## src/rtl/sdm_pkg.sv

```systemverilog
package sdm_pkg;

    // Sequencer states
    typedef enum logic [1:0] {
        ST_IDLE  = 2'd0,   // after reset, nothing served yet
        ST_SERVE = 2'd1,   // serving channels 0 .. N_CH-2
        ST_LAST  = 2'd2    // serving channel N_CH-1 and publishing the word
    } seq_state_t;

endpackage

```

## src/rtl/sdm_seq.sv

```systemverilog
module sdm_seq
    import sdm_pkg::*;
#(
    parameter int N_CH = 8,
    parameter int CW   = (N_CH > 1) ? $clog2(N_CH) : 1
) (
    input  logic          clk,
    input  logic          rst,
    output logic          serve,
    output logic          first,
    output logic          last,
    output logic [CW-1:0] chan
);

    localparam logic [CW-1:0] CH_PENULT = CW'(N_CH - 2);

    seq_state_t    state_q, state_d;
    logic [CW-1:0] ch_q, ch_d;

    // Next-state logic
    always_comb begin
        state_d = state_q;
        ch_d    = ch_q;
        unique case (state_q)
            ST_IDLE: begin                         // start
                state_d = ST_SERVE;
                ch_d    = '0;
            end
            ST_SERVE: begin
                ch_d = ch_q + CW'(1);
                if (ch_q == CH_PENULT) begin
                    state_d = ST_LAST;             // enter_last
                end else begin
                    state_d = ST_SERVE;            // step
                end
            end
            ST_LAST: begin                         // wrap
                state_d = ST_SERVE;
                ch_d    = '0;
            end
            default: begin
                state_d = ST_IDLE;
                ch_d    = '0;
            end
        endcase
    end

    // State register
    always_ff @(posedge clk) begin
        if (rst) begin
            state_q <= ST_IDLE;
            ch_q    <= '0;
        end else begin
            state_q <= state_d;
            ch_q    <= ch_d;
        end
    end

    // Outputs
    always_comb begin
        serve = 1'b0;
        last  = 1'b0;
        unique case (state_q)
            ST_IDLE:  serve = 1'b0;
            ST_SERVE: serve = 1'b1;
            ST_LAST: begin
                serve = 1'b1;
                last  = 1'b1;
            end
            default:  serve = 1'b0;
        endcase
        first = serve && (ch_q == '0);
        chan  = ch_q;
    end

    // inside ST_SERVE the channel advances by exactly one
    p_step_order_r3: assert property (@(posedge clk) disable iff (rst)
        (state_q == ST_SERVE) |=> (ch_q == $past(ch_q) + CW'(1)));

    // after the last channel the sweep restarts at channel 0
    p_wrap_zero_r3: assert property (@(posedge clk) disable iff (rst)
        (state_q == ST_LAST) |=> (state_q == ST_SERVE && ch_q == '0));

endmodule

```

## src/rtl/sdm_store.sv

```systemverilog
module sdm_store #(
    parameter int N_CH = 8,
    parameter int W    = 8,
    parameter int CW   = (N_CH > 1) ? $clog2(N_CH) : 1
) (
    input  logic          clk,
    input  logic          rst,
    // setpoint write port
    input  logic          wr_en,
    input  logic [CW-1:0] wr_chan,
    input  logic [W-1:0]  wr_value,
    // service port
    input  logic [CW-1:0] rd_chan,
    output logic [W-1:0]  rd_sp,
    output logic [W-1:0]  rd_acc,
    input  logic          acc_we,
    input  logic [W-1:0]  acc_new
);

    logic [W-1:0] sp_q  [N_CH];
    logic [W-1:0] acc_q [N_CH];

    for (genvar i = 0; i < N_CH; i++) begin : g_entry
        always_ff @(posedge clk) begin
            if (rst) begin
                sp_q[i]  <= '0;
                acc_q[i] <= '0;
            end else begin
                if (wr_en && (wr_chan == CW'(i))) begin
                    sp_q[i] <= wr_value;
                end
                if (acc_we && (rd_chan == CW'(i))) begin
                    acc_q[i] <= acc_new;
                end
            end
        end
    end

    always_comb begin
        rd_sp  = '0;
        rd_acc = '0;
        for (int k = 0; k < N_CH; k++) begin
            if (rd_chan == CW'(k)) begin
                rd_sp  = sp_q[k];
                rd_acc = acc_q[k];
            end
        end
    end

    // a write lands in the addressed setpoint entry on its edge
    p_write_lands_r6: assert property (@(posedge clk) disable iff (rst)
        wr_en |=> (sp_q[$past(wr_chan)] == $past(wr_value)));

endmodule

```

## src/rtl/sdm_adder.sv

```systemverilog
module sdm_adder #(
    parameter int W = 8
) (
    input  logic [W-1:0] acc,
    input  logic [W-1:0] sp,
    output logic [W-1:0] sum,
    output logic         carry
);

    logic [W:0] wide;

    always_comb begin
        wide  = {1'b0, acc} + {1'b0, sp};
        sum   = wide[W-1:0];
        carry = wide[W];
    end

endmodule

```

## src/rtl/sdm_word.sv

```systemverilog
module sdm_word #(
    parameter int N_CH = 8,
    parameter int CW   = (N_CH > 1) ? $clog2(N_CH) : 1
) (
    input  logic            clk,
    input  logic            rst,
    input  logic            serve,
    input  logic            first,
    input  logic            last,
    input  logic [CW-1:0]   chan,
    input  logic            bit_in,
    output logic [N_CH-1:0] port
);

    logic [N_CH-1:0] work_q;
    logic [N_CH-1:0] port_q;
    logic [N_CH-1:0] merged;

    for (genvar i = 0; i < N_CH; i++) begin : g_bit
        // working word: clear at sweep start, fill the served bit
        always_ff @(posedge clk) begin
            if (rst) begin
                work_q[i] <= 1'b0;
            end else if (serve && (chan == CW'(i))) begin
                work_q[i] <= bit_in;
            end else if (first) begin
                work_q[i] <= 1'b0;
            end
        end
        assign merged[i] = (chan == CW'(i)) ? bit_in : work_q[i];
    end

    always_ff @(posedge clk) begin
        if (rst) begin
            port_q <= '0;
        end else if (last) begin
            port_q <= merged;
        end
    end

    assign port = port_q;

    // the port holds its value unless the last channel is served
    p_port_hold_r4: assert property (@(posedge clk) disable iff (rst)
        !last |=> $stable(port_q));

endmodule

```

## src/rtl/sdm_mux_dac.sv

```systemverilog
module sdm_mux_dac #(
    parameter int N_CH = 8
) (
    input  logic                                    clk,
    input  logic                                    rst,
    input  logic                                    wr_en,
    input  logic [((N_CH > 1) ? $clog2(N_CH) : 1)-1:0] wr_chan,
    input  logic [7:0]                              wr_value,
    output logic [N_CH-1:0]                         dac_out
);

    localparam int W  = 8;
    localparam int CW = (N_CH > 1) ? $clog2(N_CH) : 1;

    logic          serve, first, last;
    logic [CW-1:0] chan;
    logic [W-1:0]  rd_sp, rd_acc, sum;
    logic          carry;

    sdm_seq #(.N_CH(N_CH), .CW(CW)) u_seq (
        .clk   (clk),
        .rst   (rst),
        .serve (serve),
        .first (first),
        .last  (last),
        .chan  (chan)
    );

    sdm_store #(.N_CH(N_CH), .W(W), .CW(CW)) u_store (
        .clk      (clk),
        .rst      (rst),
        .wr_en    (wr_en),
        .wr_chan  (wr_chan),
        .wr_value (wr_value),
        .rd_chan  (chan),
        .rd_sp    (rd_sp),
        .rd_acc   (rd_acc),
        .acc_we   (serve),
        .acc_new  (sum)
    );

    sdm_adder #(.W(W)) u_add (
        .acc   (rd_acc),
        .sp    (rd_sp),
        .sum   (sum),
        .carry (carry)
    );

    sdm_word #(.N_CH(N_CH), .CW(CW)) u_word (
        .clk    (clk),
        .rst    (rst),
        .serve  (serve),
        .first  (first),
        .last   (last),
        .chan   (chan),
        .bit_in (carry),
        .port   (dac_out)
    );

    // a zero setpoint never yields a carry
    p_zero_sp_r5: assert property (@(posedge clk) disable iff (rst)
        (serve && rd_sp == '0) |-> !carry);

endmodule

```

## config.mk

```make
export PLATFORM = sky130hd
export DESIGN_NAME = sdm_mux_dac
export DESIGN_NICKNAME = d
export VERILOG_FILES = /design/src/rtl/sdm_pkg.sv /design/src/rtl/sdm_seq.sv /design/src/rtl/sdm_store.sv /design/src/rtl/sdm_adder.sv /design/src/rtl/sdm_word.sv /design/src/rtl/sdm_mux_dac.sv
export SDC_FILE = /design/constraint.sdc
export NUM_CORES = 1
export LEC_CHECK = 0
export BUFFER_PORTS_ARGS = -buffer_cell sky130_fd_sc_hd__buf_2
export CORE_ASPECT_RATIO = 1.2
export CORE_MARGIN = 3
export CORE_UTILIZATION = 60
export CTS_BUF_LIST = sky130_fd_sc_hd__clkbuf_2 sky130_fd_sc_hd__clkbuf_4 sky130_fd_sc_hd__clkbuf_8
export CTS_CLUSTER_DIAMETER = 200
export CTS_CLUSTER_SIZE = 14
export DETAILED_ROUTE_END_ITERATION = 10
export PLACE_DENSITY = 0.75
export SLEW_MARGIN = 20
export SYNTH_ARGS = -nofsm -noshare
export SYNTH_HDL_FRONTEND = slang
export SYNTH_SLANG_ARGS = --single-unit
```

## constraint.sdc

```tcl
create_clock -name clk -period 3.7 [get_ports clk]
set_input_delay 0.555 -clock clk [delete_from_list [all_inputs] [get_ports clk]]
set_output_delay 0.555 -clock clk [all_outputs]
set_load 0.01 [all_outputs]
```

; ---- After elaboration in Yosys (flattened, before gate mapping)
; Memory sizes are Yosys's and may differ from the RTL's.
; Cells that the tools add are included.
[op_classes]
add_sub_neg = 2
n_reduce_logical = 29
n_mux = 102
bitwise_logic = 17
n_eq_ne = 16
[ops]
columns = op, count
row1 = 2-to-1 mux 8 bit, 32
row2 = 2-to-1 mux 1 bit, 68
row3 = "equality test 3 bit, second input constant", 8
row4 = logical AND 1 bit, 16
row5 = OR 1 bit, 16
row6 = nonzero test 2 bit, 7
row7 = "equality test 3 x 2 -> 1 bit, second input constant", 4
row8 = adder 8 x 8 -> 9 bit, 1
row9 = "equality test 3 x 1 -> 1 bit, second input constant", 2
row10 = logical NOT 3 bit, 2
row11 = OR reduction 2 bit, 3
row12 = one-hot mux 2 bit (2 select lines), 1
row13 = "adder 3 x 1 -> 3 bit, second input constant", 1
row14 = "equality test 2 x 1 -> 1 bit, second input constant", 1
row15 = "equality test 2 bit, second input constant", 1
row16 = logical NOT 2 bit, 1
row17 = 2-to-1 mux 2 bit, 1
row18 = inverter 1 bit, 1
[word_totals]
reg_bits = 21
ramBits = 128
out_inout_bits = 8
word_cells = 179
n_memories = 2
[mem_list]
columns = name, depth, width, read_ports, rd_clocked_by_memory_dff, write_ports, line
row1 = u_store.acc_q, 8, 8, 8, 0, 8, sdm_store.sv:21  ; logic [W-1:0] acc_q [N_CH];
row2 = u_store.sp_q, 8, 8, 8, 0, 8, sdm_store.sv:20  ; logic [W-1:0] sp_q [N_CH];

; ---- Logic depth before layout (Yosys ltp)
[depth]
depth_word = 11
ltp_mapped = 17
mapped_depth_nobuf = 15

; ---- Hierarchy
; Synthesis repeated with hierarchy kept, for this count alone.
[unflattened]
hier_cells = 645
hier_area_um2 = 7726.2
[by_module_without_submodules]
columns = mod, seq_area_each_um2, n_inst, area_per_inst_um2, cells_each
row1 = sdm_store, 3843.7, 1, 6284.8, 484
row2 = sdm_word, 320.3, 1, 847.1, 92
row3 = sdm_adder, 0.0, 1, 324.1, 42
row4 = sdm_seq, 100.1, 1, 270.3, 27

; ---- Least setup slack after synthesis
; No wires, ideal clock.
[synth_timing]
kind = reg2reg
from = reg u_seq.ch_q[0], in the netlist u_seq.chan[0]
to = reg u_word.work_q[0]
synth_period_minus_slack_ns = 3.271
setup_ns = 0.060
stages_incl_launch_ff = 17
slack_ns = 0.429
n_path_buf = 2
arrival_time_ns = 3.211
path_cell_list = dfxtp_1 -> ha_1 -> ha_1 -> buf_2 -> buf_1 -> nor2_1 -> a211oi_1 -> nand2_1 -> a21oi_1 -> ha_1 -> inv_1 -> fa_1 -> and2b_1 -> o2111ai_2 -> a21oi_1 -> nand2b_4 -> a32o_1
[synth_via]
elab_chain_cells = 10
[synth_rtl]
columns = element, line
row1 = "start, declared", sdm_seq.sv:18  ; logic [CW-1:0] ch_q, ch_d;
row2 = "start signal, assigned", sdm_seq.sv:55  ; ch_q <= ch_d;
row3 = logical NOT 3 bit, "sdm_seq.sv:72, sdm_store.sv:43, sdm_word.sv:24"
row4 = 2-to-1 mux 8 bit (8 in series), sdm_store.sv:43  ; if (rd_chan == CW'(k)) begin
row5 = adder 8 x 8 -> 9 bit, sdm_adder.sv:13  ; wide = {1'b0, acc} + {1'b0, sp};
row6 = "end signal, assigned by index", sdm_word.sv:25  ; work_q[i] <= bit_in;
row7 = "end, declared", sdm_word.sv:15  ; logic [N_CH-1:0] work_q;
; Several ways; a longest one is shown, not always the timed one.
; A chain may end at the register's enable or synchronous reset.

; ---- Worst setup path after layout
[layout_timing]
from = reg u_seq.ch_q[0], in the netlist u_seq.chan[0]
to = reg u_word.work_q[3]
[layout_via]
elab_chain_cells = 11
[layout_rtl]
columns = element, line
row1 = logical NOT 3 bit, "sdm_seq.sv:72, sdm_store.sv:43"
row2 = 2-to-1 mux 8 bit (8 in series), sdm_store.sv:43
row3 = adder 8 x 8 -> 9 bit, sdm_adder.sv:13
row4 = 2-to-1 mux 1 bit, sdm_word.sv:24  ; end else if (serve && (chan == CW'(i))) begin
; Several ways; a longest one is shown, not always the timed one.

==> reports/qor.yml <==
run_status:
  run_status: "finished with violations"
  failed_checks: "negative setup slack"
timing:
  timing.hold.ws_ns: 0.463
  finalCriticalPeriod_ns: 3.71
  relSlewSlack: 0.454
  skew_ns: 0.0158
  final.period_utilization: 1.00
  timing_worst_slew_pin_value_ns: 0.818
  finalHoldViolCount: 0
  report.final.setup_viol: 5
  fmax_mhz: 269
  fin_ws_ns: -0.0131
  slew_viol_final: 0
placement:
  instance_area_after_placement_um2: 7840
  finalWeightedCongestion: 0.870
  placement.io_buffers: 21
  placed_cells: 864
  dp.final_hpwl_um: 13100
critical_path:
  worstSetupStartpointType: "flop"
  critical-path-max-stage-delay_ns: 0.40
  worstPathCellList: "ha_1 > ha_1 > or2_4 > a21oi_2 > a221oi_2 > o21a_1 > o31a_1 > fa_2 > and2b_1 > buf_4 > o2111ai_4 > a21boi_0 > o21ai_2 > buf_4 > o22ai_1"
  worstPathMaxFanout: 9
  timing.critical_path.to_type: "flop"
  cp_data_required_time_ns: 4.07
  worst_path_max_delay_cell: "sky130_fd_sc_hd__fa_2"
  worst-endpoint-arrival_ns: 4.09
  worst-setup-path-type: "flop to flop"
global_routing:
  grt_max_degree: 37
  grt_first_pass_wirelength_um: 29400
  grt.total_usage: 0.283
  vias_in_the_first_global_route: 5575
  grt-ovfl-total: 0
  grt_antenna_before_repair: 0
floorplan:
  row_count: 43
  initial_core_util: 0.629
  die_height_um: 128
  area_of_the_die_um2: 13800
  dieWidth_um: 108
  ioPinCount: 22
  floorplan.core_area_um2: 11800
synth:
  synthesis.area_per_instance_um2: 10.8
  yosys_register_bits: 149
  ys_top_cells_by_area: "sky130_fd_sc_hd__edfxtp_1, sky130_fd_sc_hd__dfxtp_1, sky130_fd_sc_hd__and2_1"
  yosysSeqAreaShare: 0.573
  asyncSetResetFlopFracSynth: 0
  yosys_warnings: 0
  number_of_enable_type_register_cells_in_the_synthesized_netlist: 128
  yosys.area.top_type_share: 0.516
  netlist-cell-type-count: 57
  commonest_register_cell_after_synthesis: "sky130_fd_sc_hd__edfxtp_1"
  syn_inst: 692
  synth_top_area_cell: "sky130_fd_sc_hd__edfxtp_1"
  syn-cell-area_um2: 7450
  synth.net_count: 725
layout:
  multi_input_comb_area_um2: 3090
  register_area_um2: 4270
  layout-drive-gt1-share: 0.179
  nFillCells: 837
  fin_util: 0.722
  fin_nets: 762
  antenna-diode-count: 0
  layoutNonFillerInstCount: 899
  post-route-cell-area_um2: 8550
  syn2layout_area_growth_pct: 14.8
job:
  max_cap_violations: 0
clocking:
  cts.path.max_buffers: 2
  cts_inserted_buffers: 17
  clock_latency_ns: 0.46
  tritoncts_num_sinks: 149
  htree_levels: 4
  cts_tree: "yes"
  cts.reportedPaths.clkPinSlew_ns: 0.08
  cts_root_buffer: "sky130_fd_sc_hd__clkbuf_8"
drt:
  avgViaCountPerCell: 6.24
  antenna_violating_nets_post_route: 0
  postRouteWirelength_um: 18700
  first_iter_violations: 432
  drc: 0
  post_drt_wl_per_cell_um: 20.8
  detailedRoute.firstPassIterationCount: 5
  routed-via-count: 5610
power:
  max-vdd-ir-drop_mv: 0.293
  power_per_cell_area_nw_per_um2: 477
  power.static_leakage_nw: 3.24
  power_mw: 4.07
min_path:
  min-delay-path-class: "flop to flop"
## sequential cells by signal, summed over array words and instances, names as in the netlist
name / flops
u_store.sp_q: 64
u_seq.state_q: 2
u_seq.chan: 3
u_word.work_q: 8
u_store.acc_q: 64
u_word.port: 8
## final cells by class
class	count	area share
Multi-Input combinational cell	484	0.361
Tap cell	157	0.0230
Sequential cell	149	0.499
Timing Repair Buffer	60	0.0527
Clock buffer	19	0.0291
Inverter	17	0.00747
Clock inverter	13	0.0271
## worst paths after layout
| kind | start | to | slack [ns] | cells after the start |
|---|---|---|---|---|
| max | u_seq.chan[0] | u_word.work_q[3] | -0.01 | 15 |
| min | u_seq.chan[0] | u_seq.chan[0] | 0.46 | 1 |
| max reg2reg | u_seq.chan[0] | u_word.work_q[3] | -0.01 | 15 |
| min reg2reg | u_seq.chan[0] | u_seq.chan[0] | 0.46 | 1 |
## through the flow
step	setup TNS, ns	setup slack (ns)
floorplan	0	0.429
global placement	-0.0166	-0.00932
detailed placement	-1.85	-0.129
CTS	0	0.000239
global route	-0.783	-0.140
finish	-0.0451	-0.0131
## logic make-up (layout without fill, tap and decap cells)
family	after synthesis	count (layout)	synth area share
flip-flops	149	149	0.573
AO/OA/AOI/OAI	191	191	0.167
buffers and inverters	59	109	0.0353
adder cells (fa/ha/maj)	19	19	0.0329
AND/OR/NAND/NOR	269	269	0.185
XOR/XNOR	5	5	0.00689
## power breakdown
group	switching, mW	internal (mW)	total [mW]
registers	0.0279	1.91	1.94
clock network	0.618	0.887	1.51
logic	0.398	0.234	0.632
## critical path, delay by kind of cell (launching register included)
| family | cells | cell delay (ns) |
|---|---|---|
| buffers and inverters | 2 | 0.30 |
| adders and majority gates | 3 | 0.88 |
| and+or+nand+nor | 2 | 0.52 |
| DFF | 1 | 0.37 |
| AOI/OAI and AO/OA | 8 | 1.57 |
## synth_stat cells, types with 5 or more instances
master                     number
sky130_fd_sc_hd__and3_1         8
sky130_fd_sc_hd__o221ai_1       5
sky130_fd_sc_hd__nor2_1        89
sky130_fd_sc_hd__nor3b_1        9
sky130_fd_sc_hd__nor2b_1        9
sky130_fd_sc_hd__dfxtp_1       21
sky130_fd_sc_hd__a21o_1         9
sky130_fd_sc_hd__a22o_1        12
sky130_fd_sc_hd__ha_1          18
sky130_fd_sc_hd__nand2_1       43
sky130_fd_sc_hd__nand3_1        6
sky130_fd_sc_hd__edfxtp_1     128
sky130_fd_sc_hd__o21bai_1       6
sky130_fd_sc_hd__inv_1         16
sky130_fd_sc_hd__clkbuf_1      17
sky130_fd_sc_hd__o21ai_0       41
sky130_fd_sc_hd__a221oi_1      10
sky130_fd_sc_hd__o22ai_1       13
sky130_fd_sc_hd__and2_1        67
sky130_fd_sc_hd__buf_2         17
sky130_fd_sc_hd__nand2b_1      23
sky130_fd_sc_hd__nor3_1         5
sky130_fd_sc_hd__a21oi_1       55
sky130_fd_sc_hd__a22oi_1        9
## repair_timing
| action | in CTS | in global routing |
|---|---|---|
| setup buffers | 1 | 2 |
| endpoints found under the setup margin | 39 | 48 |
| pin swaps | 1 | 8 |
| resized for setup | 6 | 42 |
| hold buffers | 0 | 0 |
## routing by layer
metal	up-vias	GRT usage	wire, µm
met5	-	0	0
met4	0	0.127	841
met3	70	0.0494	1120
met2	260	0.488	9680
met1	2706	0.348	7060
li1	2574	-	-
## cell usage in the layout, fill, tap and decap left out, types with 4 or more instances in the layout
| cell | n |
|---|---|
| sky130_fd_sc_hd__nor2_1 | 89 |
| sky130_fd_sc_hd__a31o_2 | 4 |
| sky130_fd_sc_hd__a21oi_1 | 52 |
| sky130_fd_sc_hd__inv_1 | 16 |
| sky130_fd_sc_hd__dfxtp_1 | 19 |
| sky130_fd_sc_hd__edfxtp_1 | 128 |
| sky130_fd_sc_hd__nand2_1 | 38 |
| sky130_fd_sc_hd__nor2b_1 | 9 |
| sky130_fd_sc_hd__clkbuf_8 | 17 |
| sky130_fd_sc_hd__nand2_2 | 4 |
| sky130_fd_sc_hd__a21o_1 | 9 |
| sky130_fd_sc_hd__o221ai_1 | 5 |
| sky130_fd_sc_hd__a21oi_2 | 4 |
| sky130_fd_sc_hd__nand3_1 | 6 |
| sky130_fd_sc_hd__ha_1 | 13 |
| sky130_fd_sc_hd__nand2b_1 | 22 |
| sky130_fd_sc_hd__a22oi_1 | 9 |
| sky130_fd_sc_hd__o21a_1 | 4 |
| sky130_fd_sc_hd__o21bai_1 | 6 |
| sky130_fd_sc_hd__a221oi_1 | 6 |
| sky130_fd_sc_hd__and3_1 | 8 |
| sky130_fd_sc_hd__o21ai_0 | 33 |
| sky130_fd_sc_hd__a22o_1 | 12 |
| sky130_fd_sc_hd__o22ai_1 | 13 |
| sky130_fd_sc_hd__buf_2 | 21 |
| sky130_fd_sc_hd__and2_1 | 67 |
| sky130_fd_sc_hd__nor3b_1 | 9 |
| sky130_fd_sc_hd__o21ai_1 | 8 |
| sky130_fd_sc_hd__a221oi_2 | 4 |
| sky130_fd_sc_hd__buf_4 | 33 |
| sky130_fd_sc_hd__bufinv_16 | 6 |
| sky130_fd_sc_hd__nor3_1 | 5 |
Power figures use the tool's default switching activity.
